## config.mk

```make
export PLATFORM = sky130hd
export DESIGN_NAME = rf_slice_bank
export DESIGN_NICKNAME = d
export VERILOG_FILES = /design/src/rtl/rf_pkg.sv /design/src/rtl/rf_wr_decode.sv /design/src/rtl/rf_word.sv /design/src/rtl/rf_rd_port.sv /design/src/rtl/rf_slice_bank.sv
export SDC_FILE = /design/constraint.sdc
export NUM_CORES = 1
export LEC_CHECK = 0
export BUFFER_PORTS_ARGS = -buffer_cell sky130_fd_sc_hd__buf_4
export CAP_MARGIN = 15
export CELL_PAD_IN_SITES_DETAIL_PLACEMENT = 1
export CELL_PAD_IN_SITES_GLOBAL_PLACEMENT = 2
export CORE_MARGIN = 2
export CORE_UTILIZATION = 36
export DETAILED_ROUTE_END_ITERATION = 8
export PLACE_DENSITY = 0.82
export SKIP_CTS_REPAIR_TIMING = 1
export SYNTH_ARGS = -nofsm -noshare
export SYNTH_HDL_FRONTEND = slang
export SYNTH_HIERARCHICAL = 1
export SYNTH_SLANG_ARGS = --single-unit
```

## constraint.sdc

```tcl
create_clock -name clk -period 2.2 [get_ports clk]
set_input_delay 0.11 -clock clk [delete_from_list [all_inputs] [get_ports clk]]
set_output_delay 0.11 -clock clk [all_outputs]
set_load 0.1 [all_outputs]
```

## src/rtl/rf_pkg.sv

```systemverilog
package rf_pkg;

  localparam int DEF_WORDS    = 16;
  localparam int DEF_WORD_W   = 32;
  localparam int DEF_SLICE_W  = 8;
  localparam int DEF_RD_PORTS = 2;

  // number of lanes a word splits into
  function automatic int lanes(input int word_w, input int slice_w);
    return word_w / slice_w;
  endfunction

endpackage

```

## src/rtl/rf_wr_decode.sv

```systemverilog
// Turns the write request into one enable per (word, lane), words 1..WORDS-1.
module rf_wr_decode #(
  parameter int WORDS  = rf_pkg::DEF_WORDS,
  parameter int SLICES = 4,
  parameter int ADDR_W = $clog2(WORDS),
  parameter int SEL_W  = $clog2(SLICES)
) (
  input  logic                          wr_en,
  input  logic [ADDR_W-1:0]             wr_addr,
  input  logic [SEL_W-1:0]              slice_sel,
  output logic [(WORDS-1)*SLICES-1:0]   lane_we
);

  for (genvar w = 1; w < WORDS; w++) begin : g_word
    for (genvar s = 0; s < SLICES; s++) begin : g_lane
      assign lane_we[(w-1)*SLICES + s] =
        wr_en && (wr_addr == ADDR_W'(w)) && (slice_sel == SEL_W'(s));
    end
  end

endmodule

```

## src/rtl/rf_word.sv

```systemverilog
// One storage word, each lane written on its own enable; reset wins.
module rf_word #(
  parameter int WORD_W  = rf_pkg::DEF_WORD_W,
  parameter int SLICE_W = rf_pkg::DEF_SLICE_W,
  parameter int SLICES  = rf_pkg::lanes(WORD_W, SLICE_W)
) (
  input  logic               clk,
  input  logic               rst,
  input  logic [SLICES-1:0]  lane_we,
  input  logic [SLICE_W-1:0] wr_data,
  output logic [WORD_W-1:0]  word_q
);

  logic [SLICES-1:0][SLICE_W-1:0] lanes_q;

  for (genvar s = 0; s < SLICES; s++) begin : g_lane
    always_ff @(posedge clk) begin
      if (rst) begin
        lanes_q[s] <= '0;
      end else if (lane_we[s]) begin
        lanes_q[s] <= wr_data;
      end
    end
  end

  assign word_q = lanes_q;

endmodule

```

## src/rtl/rf_rd_port.sv

```systemverilog
// Zero-latency read of one lane from one word; address 0 forced to zero.
module rf_rd_port #(
  parameter int WORDS   = rf_pkg::DEF_WORDS,
  parameter int WORD_W  = rf_pkg::DEF_WORD_W,
  parameter int SLICE_W = rf_pkg::DEF_SLICE_W,
  parameter int SLICES  = rf_pkg::lanes(WORD_W, SLICE_W),
  parameter int ADDR_W  = $clog2(WORDS),
  parameter int SEL_W   = $clog2(SLICES)
) (
  input  logic [WORDS-1:0][WORD_W-1:0] words,
  input  logic [ADDR_W-1:0]            rd_addr,
  input  logic [SEL_W-1:0]             slice_sel,
  output logic [SLICE_W-1:0]           rd_data
);

  logic [SLICES-1:0][SLICE_W-1:0] picked;

  always_comb begin
    picked = words[rd_addr];
    if (rd_addr == '0) begin
      rd_data = '0;
    end else begin
      rd_data = picked[slice_sel];
    end
  end

endmodule

```

## src/rtl/rf_slice_bank.sv

```systemverilog
module rf_slice_bank #(
  parameter int WORDS     = rf_pkg::DEF_WORDS,
  parameter int WORD_W    = rf_pkg::DEF_WORD_W,
  parameter int SLICE_W   = rf_pkg::DEF_SLICE_W,
  parameter int RD_PORTS  = rf_pkg::DEF_RD_PORTS,
  localparam int SLICES   = rf_pkg::lanes(WORD_W, SLICE_W),
  localparam int ADDR_W   = $clog2(WORDS),
  localparam int SEL_W    = $clog2(SLICES)
) (
  input  logic                          clk,
  input  logic                          rst,
  input  logic [SEL_W-1:0]              slice_sel,
  input  logic [RD_PORTS*ADDR_W-1:0]    rd_addr,
  output logic [RD_PORTS*SLICE_W-1:0]   rd_data,
  input  logic                          wr_en,
  input  logic [ADDR_W-1:0]             wr_addr,
  input  logic [SLICE_W-1:0]            wr_data,
  output logic [WORDS*WORD_W-1:0]       dbg_words
);

  logic [(WORDS-1)*SLICES-1:0]  lane_we;
  logic [WORDS-1:0][WORD_W-1:0] words;

  rf_wr_decode #(
    .WORDS  (WORDS),
    .SLICES (SLICES),
    .ADDR_W (ADDR_W),
    .SEL_W  (SEL_W)
  ) u_dec (
    .wr_en     (wr_en),
    .wr_addr   (wr_addr),
    .slice_sel (slice_sel),
    .lane_we   (lane_we)
  );

  // word 0 is a constant, no storage behind it
  assign words[0] = '0;

  for (genvar w = 1; w < WORDS; w++) begin : g_store
    rf_word #(
      .WORD_W  (WORD_W),
      .SLICE_W (SLICE_W),
      .SLICES  (SLICES)
    ) u_word (
      .clk     (clk),
      .rst     (rst),
      .lane_we (lane_we[(w-1)*SLICES +: SLICES]),
      .wr_data (wr_data),
      .word_q  (words[w])
    );
  end

  for (genvar p = 0; p < RD_PORTS; p++) begin : g_rd
    rf_rd_port #(
      .WORDS   (WORDS),
      .WORD_W  (WORD_W),
      .SLICE_W (SLICE_W),
      .SLICES  (SLICES),
      .ADDR_W  (ADDR_W),
      .SEL_W   (SEL_W)
    ) u_rd (
      .words     (words),
      .rd_addr   (rd_addr[p*ADDR_W +: ADDR_W]),
      .slice_sel (slice_sel),
      .rd_data   (rd_data[p*SLICE_W +: SLICE_W])
    );
  end

  assign dbg_words = words;

endmodule

```

==> flow_metrics.env <==
export IMPL_setup_slack_ns=-0.5286
export IMPL_netlist_instances=2398
export IMPL_htree_levels=2
export IMPL_numCtsBuffers=55
export IMPL_ant_nets=0
export IMPL_dr_first_iter_drc_count=2370
export IMPL_dp_hpwl_mm=96.38
export IMPL_worstSetupPathType="reg -> out"
export IMPL_drv_slew=0
export IMPL_cts_clk_slew_worst_paths_ns=0.06
export IMPL_critPathArrivalTime_ns=2.62
export IMPL_final_area_um2=36240
export IMPL_final_cells=4170
export IMPL_avgRoutedWirePerCell_um=30.97
export IMPL_power_leakage_nw=14.15
export IMPL_ys_flop_type="dfxtp_1"
export IMPL_vias=24091
export IMPL_irDropWorstVdd_mv=0.5411
export IMPL_grt_max_degree=80
export IMPL_slew_headroom_pct=35.03
export IMPL_layout_drive_gt1_share_pct=49.14
export IMPL_dp_cells=4055
export IMPL_layout_nets=3181
export IMPL_fp_dieW_um=277.7
export IMPL_grt_pass1_vias=24709
export IMPL_io_buffers=520
export IMPL_hp_start="wr_data[4]"
export IMPL_hold_path_end="g_store[1].u_word/word_q[20]"
export IMPL_synth_cell_types=55
export IMPL_fin_crit_sh_pct=124.0
export IMPL_coreArea_um2=74320
export IMPL_antenna_found_initial=8
export IMPL_maxCapViolCount=0
export IMPL_cts_root_buf="clkbuf_16"
export IMPL_grt_pass1_wl_mm=182.1
export IMPL_synth_area_leaders="dfxtp_1, mux2i_1, mux4_2"
export IMPL_timing_rr_end="g_store[4].u_word/word_q[30]"
export IMPL_async_reset_ff_share_pct=0
export IMPL_synth_edff_count=0
export IMPL_reg2reg_depth=3
export IMPL_grt_usage_pct=32.20
export IMPL_largest_register_ffs=480
export IMPL_vias_per_cell=5.777
export IMPL_synth_seq_area_share_pct=35.64
export IMPL_period_minus_slack_ns=2.729
export IMPL_dpl_cell_area_um2=33730
export IMPL_place_worst_setup_slack_ns=-0.4508
export IMPL_synth_seq_cells=480
export IMPL_synth_area_per_cell_um2=11.24
export IMPL_crit_path_start_kind="register"
export IMPL_skew_ns=0
export IMPL_wirelength_mm=129.2
export IMPL_rsz0062_at_grt="yes"
export IMPL_synth_top_area_share_pct=35.64
export IMPL_clock_path_buffers=3
export IMPL_reg2reg_slack_ns=1.32
export IMPL_worst_pin_slew_ns=0.9746
export IMPL_setup_viol=16
export IMPL_cp_end_kind="output port"
export IMPL_hold_class="in -> reg"
export IMPL_dieArea_um2=77090
export IMPL_remaining_drc_errors=0
export IMPL_routabilityCongestion=0.9168
export IMPL_powerDensity_nw_per_um2=593.3
export IMPL_die_height_um=277.7
export IMPL_worst_path_max_fanout=4
export IMPL_cts_tree="done"
export IMPL_report_final_hold_viol_count=0
export IMPL_firstDrtPassIters=7
export IMPL_syn2layout_area_growth_pct=34.43
export IMPL_status="finished, violations left"
export IMPL_maxClockFrequency_ghz=0.3665
export IMPL_start_util_pct=36.27
export IMPL_cp_required_ns=2.09
export IMPL_mappedNetlistArea_um2=26960
export IMPL_synth_warnings=6
export IMPL_clkLatencyLatePin_ns=0.62
export IMPL_core_rowCount=100
export IMPL_rr_startpoint="g_store[4].u_word/word_q[30]"
export IMPL_min_path_cells=3
export IMPL_gr_total_overflow=0
export IMPL_violations="negative setup slack"
export IMPL_yosysTopAreaCell="dfxtp_1"
export IMPL_layout_common_cells="buf_4, nor2_1, mux2i_1"
export IMPL_setup_tns_final_ns=-7.058
export IMPL_io_pins=553
export IMPL_final_common_cell="buf_4"
export IMPL_cts_sinks=480
==> worst max path at each step <==
stage                                       start           to  cells past startpoint
floorplan             g_store[3].u_word/word_q[9]   rd_data[1]                      4
CTS                 g_store[11].u_word/word_q[21]   rd_data[5]                      7
detailed placement                     rd_addr[4]  rd_data[15]                      9
finish               g_store[6].u_word/word_q[20]  rd_data[12]                      7
global route         g_store[9].u_word/word_q[15]  rd_data[15]                      6
global placement                       rd_addr[0]   rd_data[7]                      9
==> synthesized netlist by cell type (3+ instances only) <==
cell type / number
a2111oi_0: 4
a211o_1: 4
a211oi_1: 14
a21oi_1: 18
a221oi_1: 8
a22o_1: 4
a31oi_1: 10
a32o_1: 10
buf_12: 4
buf_2: 77
buf_4: 48
buf_6: 88
buf_8: 6
clkbuf_1: 6
clkbuf_4: 6
clkbuf_8: 4
dfxtp_1: 480
inv_1: 4
mux2_2: 26
mux2i_1: 574
mux4_1: 22
mux4_2: 208
nand2_1: 43
nand2b_1: 12
nand3_1: 7
nand3b_1: 4
nand4_1: 3
nand4b_1: 4
nand4bb_1: 5
nor2_1: 569
nor2b_1: 22
nor3_1: 4
nor4_1: 3
o211ai_1: 8
o21ai_0: 10
o21ai_1: 6
o221ai_1: 18
o22ai_1: 18
o41a_1: 4
or3_1: 6
==> through the flow <==
step	hold WS, ns	total power [mW]	util [%]
floorplan	0.1750	10.90	-
global placement	0.4862	11.89	45.39
detailed placement	0.5074	11.92	45.39
CTS	-0.06742	21.40	47.87
global route	0.1941	22.01	48.76
finish	0.1578	21.50	48.76
==> cells by family after synthesis <==
family,synth area share (%)
muxes,41.92
and+or+nand+nor,10.74
DFF,35.64
buffers and inverters,7.649
AOI/OAI and AO/OA,4.029
other,0.01391
==> power by group <==
part           total [mW]  switching [mW]  internal (mW)  leakage (nW)
clock                9.59            3.97           5.62         0.910
sequential           8.77          0.0518           8.71          4.04
combinational        3.14            2.13           1.01          9.20
total                21.5            6.15           15.3          14.1
==> layer usage <==
layer	vias up	wire, um	GRT usage (%)	share of wire, %
li1	10193	-	-	-
met1	12573	51860	40.55	40
met2	1051	63110	55.06	49
met3	262	9114	6.376	7.1
met4	12	4995	10.94	3.9
met5	-	79	0	0.061
==> layout make-up <==
type	count	area (um^2)
Tap cell	969	1212
Clock inverter	12	145.1
Timing Repair Buffer	847	7046
Fill cell	8023	38080
Antenna cell	2	5.005
Clock buffer	88	1703
Sequential cell	480	10050
Multi-Input combinational cell	1768	16060
Inverter	4	15.01
==> worst max-delay path, stage by stage (launching register included) <==
cell	delay (ns)
dfxtp_4	0.36
mux4_2	0.48
mux2i_1	0.15
buf_4	0.19
nor3b_4	0.06
a211o_1	0.24
a32o_2	0.32
buf_12	0.19
Power figures use the tool's default switching activity.
